===== config.mk =====
export PLATFORM = sky130hd
export DESIGN_NAME = txring_dma
export DESIGN_NICKNAME = d
export VERILOG_FILES = /design/src/rtl/txr_pkg.sv /design/src/rtl/txr_base_gate.sv /design/src/rtl/txr_byte_unpack.sv /design/src/rtl/txr_seq.sv /design/src/rtl/txring_dma.sv
export SDC_FILE = /design/constraint.sdc
export NUM_CORES = 1
export LEC_CHECK = 0
export CAP_MARGIN = 15
export CORE_UTILIZATION = 55
export CTS_BUF_LIST = sky130_fd_sc_hd__clkbuf_16
export DETAILED_ROUTE_END_ITERATION = 6
export DONT_BUFFER_PORTS = 1
export PLACE_DENSITY = 0.7
export SYNTH_ARGS = -nofsm -noshare
export SYNTH_HDL_FRONTEND = slang
export SYNTH_HIERARCHICAL = 1
export SYNTH_SLANG_ARGS = --single-unit

===== constraint.sdc =====
create_clock -name clk -period 5.4 [get_ports clk]
set_input_delay 1.08 -clock clk [delete_from_list [all_inputs] [get_ports clk]]
set_output_delay 1.08 -clock clk [all_outputs]
set_load 0.005 [all_outputs]

===== src/rtl/txr_pkg.sv =====
package txr_pkg;
    localparam int ADDR_W      = 32;
    localparam int WORD_W      = 32;
    localparam int LEN_W       = 16;
    localparam int LANES       = WORD_W / 8;
    localparam int LANE_W      = $clog2(LANES);
    localparam int CNT_W       = LANE_W + 1;
    localparam int OWN_BIT     = 31;
    localparam int IE_BIT      = 2;
    localparam int ST_DONE_BIT = 19;
    localparam int ST_INT_BIT  = 16;

    typedef enum logic [3:0] {
        S_IDLE, S_RD_FLAGS, S_RD_BUF, S_RD_LEN, S_RD_NEXT,
        S_PL_RD, S_PL_EMIT, S_WB_STAT, S_WB_FLAGS, S_HALT
    } seq_state_t;

    typedef struct packed {
        logic [WORD_W-1:0] flags;
        logic [WORD_W-1:0] stat_len;
        logic [ADDR_W-1:0] next;
    } desc_t;

    function automatic logic [WORD_W-1:0] done_status(input logic [WORD_W-1:0] sl,
                                                      input logic ie);
        logic [WORD_W-1:0] r;
        r = sl;
        r[ST_DONE_BIT] = 1'b1;
        r[ST_INT_BIT]  = ie;
        return r;
    endfunction

    function automatic logic [WORD_W-1:0] release_flags(input logic [WORD_W-1:0] f);
        logic [WORD_W-1:0] r;
        r = f;
        r[OWN_BIT] = 1'b0;
        return r;
    endfunction
endpackage


===== src/rtl/txr_base_gate.sv =====
module txr_base_gate
    import txr_pkg::*;
(
    input  logic              clk,
    input  logic              rst,
    input  logic              wr,
    input  logic [ADDR_W-1:0] wdata,
    input  logic              start,
    output logic [ADDR_W-1:0] base,
    output logic              open
);
    always_ff @(posedge clk) begin
        if (rst) begin
            base <= '0;
            open <= 1'b1;
        end else begin
            if (wr && open) base <= wdata;
            if (start) open <= 1'b0;
        end
    end

    // once the window is closed the stored base cannot change
    a_r8_base_frozen: assert property (@(posedge clk) disable iff (rst)
        (!open && wr) |=> $stable(base));
endmodule


===== src/rtl/txr_byte_unpack.sv =====
module txr_byte_unpack
    import txr_pkg::*;
(
    input  logic              clk,
    input  logic              rst,
    input  logic              load,
    input  logic [WORD_W-1:0] word,
    input  logic [LANE_W-1:0] lane,
    input  logic [CNT_W-1:0]  cnt,
    input  logic              last,
    output logic              busy,
    output logic              byte_valid,
    output logic [7:0]        byte_data,
    output logic              byte_last,
    input  logic              byte_ready
);
    logic [WORD_W-1:0] word_q;
    logic [LANE_W-1:0] lane_q;
    logic [CNT_W-1:0]  cnt_q;
    logic              last_q;

    always_ff @(posedge clk) begin
        if (rst) begin
            word_q <= '0;
            lane_q <= '0;
            cnt_q  <= '0;
            last_q <= 1'b0;
        end else if (load) begin
            word_q <= word;
            lane_q <= lane;
            cnt_q  <= cnt;
            last_q <= last;
        end else if (byte_valid && byte_ready) begin
            lane_q <= lane_q + 1'b1;
            cnt_q  <= cnt_q - 1'b1;
        end
    end

    assign busy       = (cnt_q != '0);
    assign byte_valid = busy;
    assign byte_data  = word_q[{lane_q, 3'b000} +: 8];
    assign byte_last  = last_q && (cnt_q == CNT_W'(1));

    a_r11_hold_stalled: assert property (@(posedge clk) disable iff (rst)
        (byte_valid && !byte_ready && !load) |=>
            (byte_valid && $stable(byte_data) && $stable(byte_last)));
    a_r4_last_is_valid: assert property (@(posedge clk) disable iff (rst)
        byte_last |-> byte_valid);
endmodule


===== src/rtl/txr_seq.sv =====
module txr_seq
    import txr_pkg::*;
(
    input  logic              clk,
    input  logic              rst,
    input  logic              poll,
    input  logic              tx_enable,
    input  logic              base_open,
    input  logic [ADDR_W-1:0] list_base,
    output logic              start,
    output logic              mem_req,
    output logic              mem_we,
    output logic [ADDR_W-1:0] mem_addr,
    output logic [WORD_W-1:0] mem_wdata,
    input  logic              mem_ack,
    input  logic              mem_err,
    input  logic [WORD_W-1:0] mem_rdata,
    output logic              up_load,
    output logic [LANE_W-1:0] up_lane,
    output logic [CNT_W-1:0]  up_cnt,
    output logic              up_last,
    input  logic              up_busy,
    output logic [ADDR_W-1:0] cur_desc,
    output logic              ev_done,
    output logic              ev_int,
    output logic              ev_nodesc,
    output logic              ev_buserr
);
    seq_state_t        state;
    desc_t             d;
    logic [ADDR_W-1:0] ptr;
    logic [ADDR_W-1:0] pay_addr;
    logic [LEN_W-1:0]  rem;
    logic [CNT_W-1:0]  avail;
    logic [CNT_W-1:0]  take;
    logic              hit;

    assign hit   = mem_req && mem_ack;
    assign start = (state == S_IDLE) && poll && tx_enable;
    assign avail = CNT_W'(LANES) - {1'b0, pay_addr[LANE_W-1:0]};
    assign take  = (rem < LEN_W'(avail)) ? rem[CNT_W-1:0] : avail;

    assign up_load = (state == S_PL_RD) && hit && !mem_err;
    assign up_lane = pay_addr[LANE_W-1:0];
    assign up_cnt  = take;
    assign up_last = (rem == LEN_W'(take));
    assign cur_desc = ptr;

    always_comb begin
        mem_req   = 1'b1;
        mem_we    = 1'b0;
        mem_addr  = ptr;
        mem_wdata = '0;
        case (state)
            S_RD_FLAGS: mem_addr = ptr;
            S_RD_BUF:   mem_addr = ptr + ADDR_W'(4);
            S_RD_LEN:   mem_addr = ptr + ADDR_W'(8);
            S_RD_NEXT:  mem_addr = ptr + ADDR_W'(12);
            S_PL_RD:    mem_addr = {pay_addr[ADDR_W-1:LANE_W], {LANE_W{1'b0}}};
            S_WB_STAT: begin
                mem_we    = 1'b1;
                mem_addr  = ptr + ADDR_W'(8);
                mem_wdata = done_status(d.stat_len, d.flags[IE_BIT]);
            end
            S_WB_FLAGS: begin
                mem_we    = 1'b1;
                mem_wdata = release_flags(d.flags);
            end
            default: mem_req = 1'b0;
        endcase
    end

    always_ff @(posedge clk) begin
        if (rst) begin
            state     <= S_IDLE;
            d         <= '0;
            ptr       <= '0;
            pay_addr  <= '0;
            rem       <= '0;
            ev_done   <= 1'b0;
            ev_int    <= 1'b0;
            ev_nodesc <= 1'b0;
            ev_buserr <= 1'b0;
        end else begin
            ev_done   <= 1'b0;
            ev_int    <= 1'b0;
            ev_nodesc <= 1'b0;
            ev_buserr <= 1'b0;
            if (hit && mem_err) begin
                state     <= S_HALT;
                ev_buserr <= 1'b1;
            end else begin
                case (state)
                    S_IDLE: if (start) begin
                        if (base_open) ptr <= list_base;
                        state <= S_RD_FLAGS;
                    end
                    S_RD_FLAGS: if (hit) begin
                        if (mem_rdata[OWN_BIT]) begin
                            d.flags <= mem_rdata;
                            state   <= S_RD_BUF;
                        end else begin
                            ev_nodesc <= 1'b1;
                            state     <= S_IDLE;
                        end
                    end
                    S_RD_BUF: if (hit) begin
                        pay_addr <= mem_rdata;
                        state    <= S_RD_LEN;
                    end
                    S_RD_LEN: if (hit) begin
                        d.stat_len <= mem_rdata;
                        rem        <= mem_rdata[LEN_W-1:0];
                        state      <= S_RD_NEXT;
                    end
                    S_RD_NEXT: if (hit) begin
                        d.next <= mem_rdata;
                        state  <= (rem == '0) ? S_WB_STAT : S_PL_RD;
                    end
                    S_PL_RD: if (hit) begin
                        pay_addr <= pay_addr + ADDR_W'(take);
                        rem      <= rem - LEN_W'(take);
                        state    <= S_PL_EMIT;
                    end
                    S_PL_EMIT: if (!up_busy) begin
                        state <= (rem == '0) ? S_WB_STAT : S_PL_RD;
                    end
                    S_WB_STAT: if (hit) state <= S_WB_FLAGS;
                    S_WB_FLAGS: if (hit) begin
                        ev_done <= 1'b1;
                        ev_int  <= 1'b1;
                        ptr     <= d.next;
                        state   <= S_RD_FLAGS;
                    end
                    default: state <= S_HALT;
                endcase
            end
        end
    end

    a_r1_req_held: assert property (@(posedge clk) disable iff (rst)
        (mem_req && !mem_ack) |=>
            (mem_req && $stable(mem_addr) && $stable(mem_we) && $stable(mem_wdata)));
    a_r5_flags_follow_status: assert property (@(posedge clk) disable iff (rst)
        (state == S_WB_STAT && hit && !mem_err) |=>
            (mem_req && mem_we && !mem_wdata[OWN_BIT]
             && mem_addr == $past(mem_addr) - ADDR_W'(8)));
    a_r6_done_after_write: assert property (@(posedge clk) disable iff (rst)
        ev_done |-> $past(mem_req && mem_we && mem_ack && !mem_err));
    a_r3_stop_quiet: assert property (@(posedge clk) disable iff (rst)
        ev_nodesc |-> !mem_req);
    a_r9_halt_quiet: assert property (@(posedge clk) disable iff (rst)
        ev_buserr |=> !mem_req);
endmodule


===== src/rtl/txring_dma.sv =====
module txring_dma
    import txr_pkg::*;
(
    input  logic              clk,
    input  logic              rst,
    input  logic              sw_reset,
    input  logic              tx_enable,
    input  logic              poll,
    input  logic              base_wr,
    input  logic [ADDR_W-1:0] base_data,
    output logic              mem_req,
    output logic              mem_we,
    output logic [ADDR_W-1:0] mem_addr,
    output logic [WORD_W-1:0] mem_wdata,
    input  logic              mem_ack,
    input  logic              mem_err,
    input  logic [WORD_W-1:0] mem_rdata,
    output logic              byte_valid,
    output logic [7:0]        byte_data,
    output logic              byte_last,
    input  logic              byte_ready,
    output logic [ADDR_W-1:0] cur_desc,
    output logic              ev_frame_done,
    output logic              ev_frame_int,
    output logic              ev_no_desc,
    output logic              ev_bus_err
);
    logic              rst_any;
    logic              start;
    logic              base_open;
    logic [ADDR_W-1:0] list_base;
    logic              up_load;
    logic [LANE_W-1:0] up_lane;
    logic [CNT_W-1:0]  up_cnt;
    logic              up_last;
    logic              up_busy;

    assign rst_any = rst || sw_reset;

    txr_base_gate u_gate (
        .clk   (clk),
        .rst   (rst_any),
        .wr    (base_wr),
        .wdata (base_data),
        .start (start),
        .base  (list_base),
        .open  (base_open)
    );

    txr_seq u_seq (
        .clk       (clk),
        .rst       (rst_any),
        .poll      (poll),
        .tx_enable (tx_enable),
        .base_open (base_open),
        .list_base (list_base),
        .start     (start),
        .mem_req   (mem_req),
        .mem_we    (mem_we),
        .mem_addr  (mem_addr),
        .mem_wdata (mem_wdata),
        .mem_ack   (mem_ack),
        .mem_err   (mem_err),
        .mem_rdata (mem_rdata),
        .up_load   (up_load),
        .up_lane   (up_lane),
        .up_cnt    (up_cnt),
        .up_last   (up_last),
        .up_busy   (up_busy),
        .cur_desc  (cur_desc),
        .ev_done   (ev_frame_done),
        .ev_int    (ev_frame_int),
        .ev_nodesc (ev_no_desc),
        .ev_buserr (ev_bus_err)
    );

    txr_byte_unpack u_unpack (
        .clk        (clk),
        .rst        (rst_any),
        .load       (up_load),
        .word       (mem_rdata),
        .lane       (up_lane),
        .cnt        (up_cnt),
        .last       (up_last),
        .busy       (up_busy),
        .byte_valid (byte_valid),
        .byte_data  (byte_data),
        .byte_last  (byte_last),
        .byte_ready (byte_ready)
    );
endmodule


# [Word-level counts from Yosys, hierarchy flattened]
# Cells that the tools add are included.
[word_totals] register_bits=253 inputBits=73 output_inout_bits=112 elab_cells=127
[op_classes] add_sub_neg=8 n_lt_le_gt_ge=1 eq_ne=29 shift=1 mux=35 bitwise=4 n_reduce_logical=32
[op_table] cell="one-hot mux 32 bit (2 select lines)" count=3
[op_table] cell="two-way mux 32 bit" count=5
[op_table] cell="one-hot mux 32 bit (4 select lines)" count=1
[op_table] cell="adder 32 x 4 -> 32 bit (second input constant)" count=2
[op_table] cell="two-way mux 4 bit" count=10
[op_table] cell="one-hot mux 4 bit (9 select lines)" count=1
[op_table] cell="adder 32 x 3 -> 32 bit" count=1
[op_table] cell="adder 32 x 3 -> 32 bit (second input constant)" count=1
[op_table] cell="two-way mux 16 bit" count=2
[op_table] cell="one-hot mux 16 bit (2 select lines)" count=1
[op_table] cell="indexed part select 32 x 6 -> 8 bit" count=1
[op_table] cell="!= test 3 x 1 -> 1 bit (second input constant)" count=6
[op_table] cell="AND reduction 9 bit" count=2
[op_table] cell="== test 16 x 3 -> 1 bit" count=1
[op_table] cell="== test 4 x 3 -> 1 bit (second input constant)" count=4
[op_table] cell="logical NOT 16 bit" count=1
[op_table] cell="< comparator 16 x 3 -> 1 bit" count=1
[op_table] cell="subtractor 16 x 3 -> 16 bit" count=1
[op_table] cell="!= test 2 x 1 -> 1 bit (second input constant)" count=7
[op_table] cell="AND reduction 4 bit" count=3
[op_table] cell="logical AND 1 bit" count=9
[op_table] cell="two-way mux 3 bit" count=3
[op_table] cell="== test 4 x 2 -> 1 bit (second input constant)" count=2
[op_table] cell="two-way mux 2 bit" count=4
[op_table] cell="other kinds (22)" count=38

# [Depth between registers and ports, before layout]
# Gate-level depths: netlist of run 1.
[depth] word_depth=7 mapped_depth=16 mapped_depth_nobuf=15

# [Modules after synthesis]
# Netlist of run 1, hierarchy kept.
[by_module_without_submodules] module="txr_seq" n_inst=1 cells_each=1309 area_each_um2=9843.2 seq_area_each_um2=3603.5
[by_module_without_submodules] module="txr_byte_unpack" n_inst=1 cells_each=155 area_each_um2=1740.4 seq_area_each_um2=760.7
[by_module_without_submodules] module="txr_base_gate" n_inst=1 cells_each=149 area_each_um2=1555.2 seq_area_each_um2=660.6
[by_module_without_submodules] module="txring_dma" n_inst=1 cells_each=1 area_each_um2=6.3 seq_area_each_um2=0.0

# [Worst setup path after synthesis of run 1]
# OpenSTA, ideal clock, no wires.
[synth_path] path_kind="reg2out" from="register u_seq.state[2]" to="output port mem_addr[18]" arrival_ns=2.956 t_required_ns=4.320 slack_ns=1.364 stages_incl_launch_ff=11 path_buffers=2 path_cell_list="dfxtp_1 clkbuf_1 clkbuf_1 nand2_1 nor3_1 fa_1 nand3_1 a2111oi_0 nand3_1 a22o_1 a221o_1"
[synth_via] elab_chain_cells=3 elab_cells_between_ends=7 cone_classes="5 x eq/ne; 1 x mux; 1 x reduce/logical"
[synth_lines] item="start, declared" line_no="txr_seq.sv:29" text="seq_state_t state;"
[synth_lines] item="start signal, assigned" line_no="txr_seq.sv:118" text="state <= (rem == '0) ? S_WB_STAT : S_PL_RD;"
[synth_lines] item="start signal, assigned" line_no="txr_seq.sv:126" text="state <= (rem == '0) ? S_WB_STAT : S_PL_RD;"
[synth_lines] item="== test 4 x 2 -> 1 bit or == test 4 x 3 -> 1 bit (tied branches)" line_no="txr_seq.sv:54" text="case (state)"
[synth_lines] item="OR reduction 2 bit (no line)"
[synth_lines] item="one-hot mux 32 bit (4 select lines) (*)" line_no="txr_seq.sv:54"
[synth_lines] item="end, declared" line_no="txring_dma.sv:13" text="output logic [ADDR_W-1:0] mem_addr,"
# Every way passes the cells marked *; elsewhere a longest branch is shown, timed or not.

# [Worst setup path after layout of run 1]
[layout_path] from="register u_seq.state[3]" to="output port mem_addr[18]"
# Same word-level chain as after synthesis.

==> results.json, run 1 <==
{
  "cp-end-kind": "output pin",
  "final-setup-viol-count": 0,
  "antenna_found_initial": 1,
  "layout.nets": 1618,
  "post-route-util": 0.594,
  "drc": 0,
  "async_flop_share": 0,
  "finalWeightedCongestion": 0.965,
  "synth-simple-area-share": 0.220,
  "crit_type": "flip-flop to output pin",
  "fin_skew_ns": 0.00911,
  "synthesis.area_mm2": 0.0131,
  "grt_pass1_vias": 10948,
  "area_growth_pct": 6.03,
  "post-cts-setup-buffer-count": 0,
  "ant_nets": 0,
  "numCtsBuffers": 27,
  "die_h_um": 157,
  "synthDistinctLibCells": 82,
  "yosysTopAreaCell": "dfxtp_1",
  "dpl-instance-area_mm2": 0.0131,
  "period_share": 0.952,
  "cp.arrival_ns": 4.06,
  "overflow": 0,
  "stdcell_area_mm2": 0.0139,
  "io_buffers": 0,
  "first_pass_iters": 6,
  "initial_core_util": 0.560,
  "yosysMostFrequentCell": "nand2_1",
  "min_path_type": "flip-flop to flip-flop",
  "relSlewSlack": 0.223,
  "ir_worst_vdd_v": 0.000262,
  "reg2reg_slack_ns": 0.84,
  "critPathLaunchType": "flip-flop",
  "vias": 12197,
  "drive_gt1_frac": 0.0813,
  "required_ns": 4.32,
  "fp-row-count": 56,
  "cts.sinks": 251,
  "min_period_ns": 5.14,
  "yosysWarningCount": 6,
  "ios": 185,
  "status": "finished, final reports clean",
  "setup_tns_ns": 0,
  "wire_per_inst_um": 23.1,
  "cts_resized": 0,
  "grtUsageTotal": 0.343,
  "yosysSeqAreaShare": 0.382,
  "grt_pass1_wl_um": 64400,
  "multi_input_area_mm2": 0.00740,
  "netlist_top_cells_count": "nand2_1 (267), dfxtp_1 (251), nor2_1 (146)",
  "hold_buffers": 0,
  "synth_edf_count": 0,
  "synth-xor-area-share": 0.00666,
  "tritoncts": "built",
  "synth_flop_cell": "dfxtp_1",
  "synth_compound_area_frac": 0.251,
  "grt_max_degree": 109,
  "wl_um": 43200,
  "synthAdderAreaFrac": 0.0129,
  "dpl.hpwl_um": 28400,
  "synth_top_area_share": 0.382,
  "die_w_um": 157,
  "cellPowerDensity_mw_per_mm2": 273,
  "syn_nets": 1700,
  "clockBufferDepth": 3,
  "clkTransAtPathRegs_ns": 0.06,
  "rsz0062_at_grt": "false",
  "die-area_mm2": 0.0245,
  "synth_top_family_by_area": "compound AO/OA/AOI/OAI gates",
  "regArea_mm2": 0.00503,
  "root_buffer": "clkbuf_16",
  "finalMaxSlewViolations": 0,
  "avgSynthCellArea_um2": 8.14,
  "initialDrtViolationCount": 1229,
  "synth_area_leaders": "dfxtp_1 (38%), nand2_1 (7.6%), mux2i_1 (5.7%)",
  "syn_inst": 1614,
  "maxCapViolCount": 0,
  "synthMuxAreaShare": 0.0708,
  "max_freq_mhz": 194,
  "core_mm2": 0.0235,
  "power_leakage_uw": 0.00450,
  "cts-htree-levels": 1,
  "crit_fanout": 13,
  "hold_viol": 0,
  "max_slew.worst_pin.slew_ns": 1.17,
  "fillers": 2138,
  "hold_ws_ns": 0.452,
  "vias_per_cell": 6.53,
  "clk_latency_ns": 0.55,
  "synth_seq_cells": 251
}
[routing by layer]
layer	global-route usage	vias up	wire length, um
met5	0	-	0
met2	0.519	626	18800
met4	0.180	0	2370
met3	0.0944	124	4610
li1	-	5668	-
met1	0.446	5779	17400
[worst paths after layout]
path,from,cells after the start,to
max,u_seq/state[3]$_SDFFE_PP0P_,9,mem_addr[18]
min,u_seq/d[71]$_SDFFE_PP0P_,2,u_seq/d[71]$_SDFFE_PP0P_
min reg2reg,u_seq/d[71]$_SDFFE_PP0P_,2,u_seq/d[71]$_SDFFE_PP0P_
max reg2reg,u_seq/rem[8]$_SDFFE_PP0P_,11,u_seq/pay_addr[15]$_SDFFE_PP0P_
[logic make-up (layout without fill, tap and decap cells)]
kind of cell / Yosys count / count (layout)
buffers and inverters: 159 / 94
AO/OA/AOI/OAI: 463 / 463
multiplexers: 83 / 83
adder cells (fa/ha/maj): 13 / 13
flip-flops: 251 / 251
XOR/XNOR: 10 / 10
AND/OR/NAND/NOR: 635 / 635
other: 0 / 1
[report_power, final]
group          internal, uW  switching (uW)  total (uW)  leakage [uW]
Sequential             1870            31.0        1900       0.00203
Combinational          49.6            98.3         148       0.00205
Clock                   999             762        1760      0.000423
Total                  2920             891        3810       0.00450
[per-stage QoR]
step / instances / setup slack, ns / power [uW]
2_1_floorplan: 1614 / 1.36 / 2060
3_3_place_gp: 1821 / 0.989 / 2080
3_5_place_dp: 1821 / 0.874 / 2080
4_1_cts: 1867 / 0.299 / 3820
5_1_grt: 1868 / 0.0942 / 3930
6_report: 1869 / 0.257 / 3810
[cells in the final DEF (no fill, tap or decap), types with 12 or more instances in the layout]
master and count:
nor2_1 145, buf_4 20, nor4_1 16, nand2_1 267, mux2i_1 75, a21oi_1 134, a22o_1 31, o22ai_1 13
a211oi_1 54, a21oi_2 29, nand3_1 69, ha_1 12, clkbuf_16 27, a21bo_1 30, nor3_1 28, a311oi_1 12
and2_1 13, inv_1 29, nor2b_1 14, and3_1 26, dfxtp_1 250, o21ai_0 48
[critical path, cell delays in order, from the launching register on]
cell,delay (ns)
dfxtp_1,0.43
inv_1,0.21
nand2_1,0.10
nor3_1,0.36
fa_1,0.33
nand3_1,0.19
a2111oi_0,0.99
nand3_1,0.29
a22o_1,0.30
a221o_1,0.32
[area by class of cell]
type,instances,share of cell area
diodes,1,0.000180
clock buffers,27,0.0485
clock inverters,19,0.0105
inverters,26,0.00700
multi-input cells,1204,0.531
flip-flops and latches,251,0.361
well taps,319,0.0286
repair buffers,22,0.0136
[registers in the layout, indices dropped and copies added (netlist names), 2 cells and up]
register	count
u_seq/cur_desc	32
u_unpack/word_q	32
u_gate/base	32
u_seq/rem	16
u_unpack/lane_q	2
u_seq/state	4
u_unpack/cnt_q	3
u_seq/d	93
u_seq/pay_addr	32
(Power assumes the default switching activity.)
==> run 2, diff against run 1 <==
clock period = 5.3 ns   (was 5.4 ns; I/O delays follow)
==> run 2 against run 1 <==
- largest cell class unchanged
- critical path type unchanged
- first-iteration DRC count decreased by 3.0%
- count of clock-buffer cells in the layout is the same
- largest power group unchanged
- cell area is 0.13% higher
- sequential power up 2%
- via count about the same
- critical path depth stayed put
- register-to-register slack got worse by 0.15 ns
- sequential share of layout area hardly changed
==> results.json, run 2 (synthesized netlist as in run 1, its figures left out) <==
{
  "status": "finished, final reports clean",
  "fp-row-count": 56,
  "largest_reg_flops": 93,
  "cts.sinks": 251,
  "vias": 12201,
  "finalWeightedCongestion": 0.955,
  "drive_gt1_frac": 0.0809,
  "swShare": 0.233,
  "grt_pass1_wl_um": 63800,
  "numCtsBuffers": 27,
  "finalMaxSlewViolations": 0,
  "crit_type": "flip-flop to output pin",
  "dpl-instance-area_mm2": 0.0131,
  "clk_latency_ns": 0.56,
  "cp.arrival_ns": 4.04,
  "hold_buffers": 0,
  "initialDrtViolationCount": 1192,
  "ios": 185,
  "power_switching_uw": 921,
  "grt_pass1_vias": 10685,
  "area_growth_pct": 6.17,
  "max_slew.worst_pin.slew_ns": 1.19,
  "crit_fanout": 18,
  "root_buffer": "clkbuf_16",
  "setup_tns_ns": 0,
  "cts-htree-levels": 1,
  "maxCapViolCount": 0,
  "r2r-end": "u_seq/pay_addr[19]$_SDFFE_PP0P_",
  "cp_cell_sequence": "nand2_1, nor3_1, fa_1, nand3_1, a2111oi_1, and4_1, nand3_1, nand3_1, o211ai_1",
  "worst-path-buf-inv": 0,
  "cpPeakStageDelay_ns": 0.81,
  "pwr-share-seq": 0.491,
  "drc": 0,
  "multi_input_area_mm2": 0.00740,
  "die_w_um": 157,
  "die_h_um": 157,
  "regMostFlops": "u_seq/d",
  "final_cell_mix": "nand2_1 (267), dfxtp_1 (250), nor2_1 (145), a21oi_1 (134), mux2i_1 (75)",
  "cp_slowest_cell": "a2111oi_1",
  "layout.nets": 1616,
  "clockBufferDepth": 3,
  "grtUsageTotal": 0.339,
  "min_period_ns": 5.10,
  "tritoncts": "built",
  "wl_um": 42700,
  "relSlewSlack": 0.205,
  "fin_skew_ns": 0.0188,
  "path_depth": 9,
  "fillers": 2144,
  "stdcell_area_mm2": 0.0140,
  "vias_per_cell": 6.54,
  "required_ns": 4.24,
  "ir_worst_vdd_v": 0.000256,
  "critPathCapture": "mem_addr[28]",
  "max_freq_mhz": 196,
  "dpl.hpwl_um": 28000,
  "rsz0062_at_grt": "false",
  "critPathLaunchType": "flip-flop",
  "r2r-start": "u_seq/rem[8]$_SDFFE_PP0P_",
  "die-area_mm2": 0.0245,
  "min_path_type": "flip-flop to flip-flop",
  "period_share": 0.962,
  "clockPowerShare": 0.471,
  "core_mm2": 0.0235,
  "ant_nets": 0,
  "regArea_mm2": 0.00503,
  "path_delay_family": "simple AND/OR/NAND/NOR gates",
  "cellPowerDensity_mw_per_mm2": 283,
  "overflow": 0,
  "cp-end-kind": "output pin",
  "clkTransAtPathRegs_ns": 0.06,
  "power_leakage_uw": 0.00450,
  "internal-power_uw": 3020,
  "cpMostUsedCell": "nand3_1",
  "wire_per_inst_um": 22.9,
  "antenna_found_initial": 2,
  "io_buffers": 0,
  "reg2reg_slack_ns": 0.69,
  "cp-startpoint": "u_seq/state[2]$_SDFFE_PP0P_",
  "layout_commonest_cell": "nand2_1",
  "first_pass_iters": 5,
  "initial_core_util": 0.560,
  "hold_viol": 0,
  "comb_power_share": 0.037,
  "final-setup-viol-count": 0,
  "grt_max_degree": 216,
  "reg2regPathDepth": 11
}
## run 2: changes by cell type in the layout (fill, tap and decap cells not counted), sizes merged
| cell | previous run | this run |
|---|---|---|
| clkinv | 12 | 7 |
| inv | 31 | 32 |
| clkinvlp | 0 | 2 |
| buf | 22 | 20 |
| bufinv | 2 | 3 |
## run 2: how the worst min path moves through the flow
stage | from | endpoint | cells past startpoint
6_report | u_seq/d[63]$_SDFFE_PP0P_ | u_seq/d[63]$_SDFFE_PP0P_ | 2
5_1_grt | u_seq/d[42]$_SDFFE_PP0P_ | u_seq/d[42]$_SDFFE_PP0P_ | 2
4_1_cts | u_seq/d[63]$_SDFFE_PP0P_ | u_seq/d[63]$_SDFFE_PP0P_ | 2
3_5_place_dp | u_seq/d[63]$_SDFFE_PP0P_ | u_seq/d[63]$_SDFFE_PP0P_ | 2
3_3_place_gp | u_seq/d[23]$_SDFFE_PP0P_ | u_seq/d[23]$_SDFFE_PP0P_ | 2
2_1_floorplan | u_seq/d[63]$_SDFFE_PP0P_ | u_seq/d[63]$_SDFFE_PP0P_ | 2
## run 2: cell type report
class / count / share of cell area
clock inverter: 18 / 0.0127
tap: 319 / 0.0286
timing repair buffer: 20 / 0.0126
inverter: 26 / 0.00699
sequential: 251 / 0.360
multi-input combinational: 1204 / 0.530
clock buffer: 27 / 0.0484
antenna: 1 / 0.000179
## run 2: what timing repair did
| item | in CTS | in global routing |
|---|---|---|
| gates resized for setup | 0 | 1 |
| setup buffers | 0 | 0 |
| endpoints found under the hold margin | 0 | 0 |
| endpoints found under the setup margin | 0 | 3 |
## run 2: routing by layer
| metal | global-route usage | part of all wire | wire (um) | up-vias |
|---|---|---|---|---|
| met3 | 0.0836 | 0.099 | 4250 | 116 |
| met5 | 0 | 0.00042 | 18 | - |
| met1 | 0.446 | 0.41 | 17400 | 5806 |
| li1 | - | - | - | 5662 |
| met4 | 0.161 | 0.046 | 1960 | 2 |
| met2 | 0.520 | 0.45 | 19000 | 615 |
## run 2: through the flow
| step | worst slack, ns | instances | hold WS (ns) | util | total power, uW |
|---|---|---|---|---|---|
| 4_1_cts | 0.119 | 1865 | 0.453 | 0.594 | 3960 |
| 5_1_grt | 0.0359 | 1865 | 0.469 | 0.594 | 4060 |
| 6_report | 0.203 | 1866 | 0.453 | 0.595 | 3940 |
| 3_3_place_gp | 0.786 | 1820 | 0.441 | 0.558 | 2120 |
| 2_1_floorplan | 1.28 | 1614 | 0.432 | - | 2100 |
| 3_5_place_dp | 0.706 | 1820 | 0.445 | 0.558 | 2120 |
## run 2: worst min-delay path, delay by kind of cell, from the launching register on
family	cells	cell delay (ns)
and+or+nand+nor	1	0.05
DFF	1	0.31
AOI/OAI and AO/OA	1	0.05
## run 2: power by group through the flow
stage,registers [uW],logic [uW],clock network [uW]
2_1_floorplan,1960,135,0
3_3_place_gp,1980,143,0
3_5_place_dp,1980,145,0
4_1_cts,1940,146,1880
5_1_grt,1940,162,1960
6_report,1940,148,1860
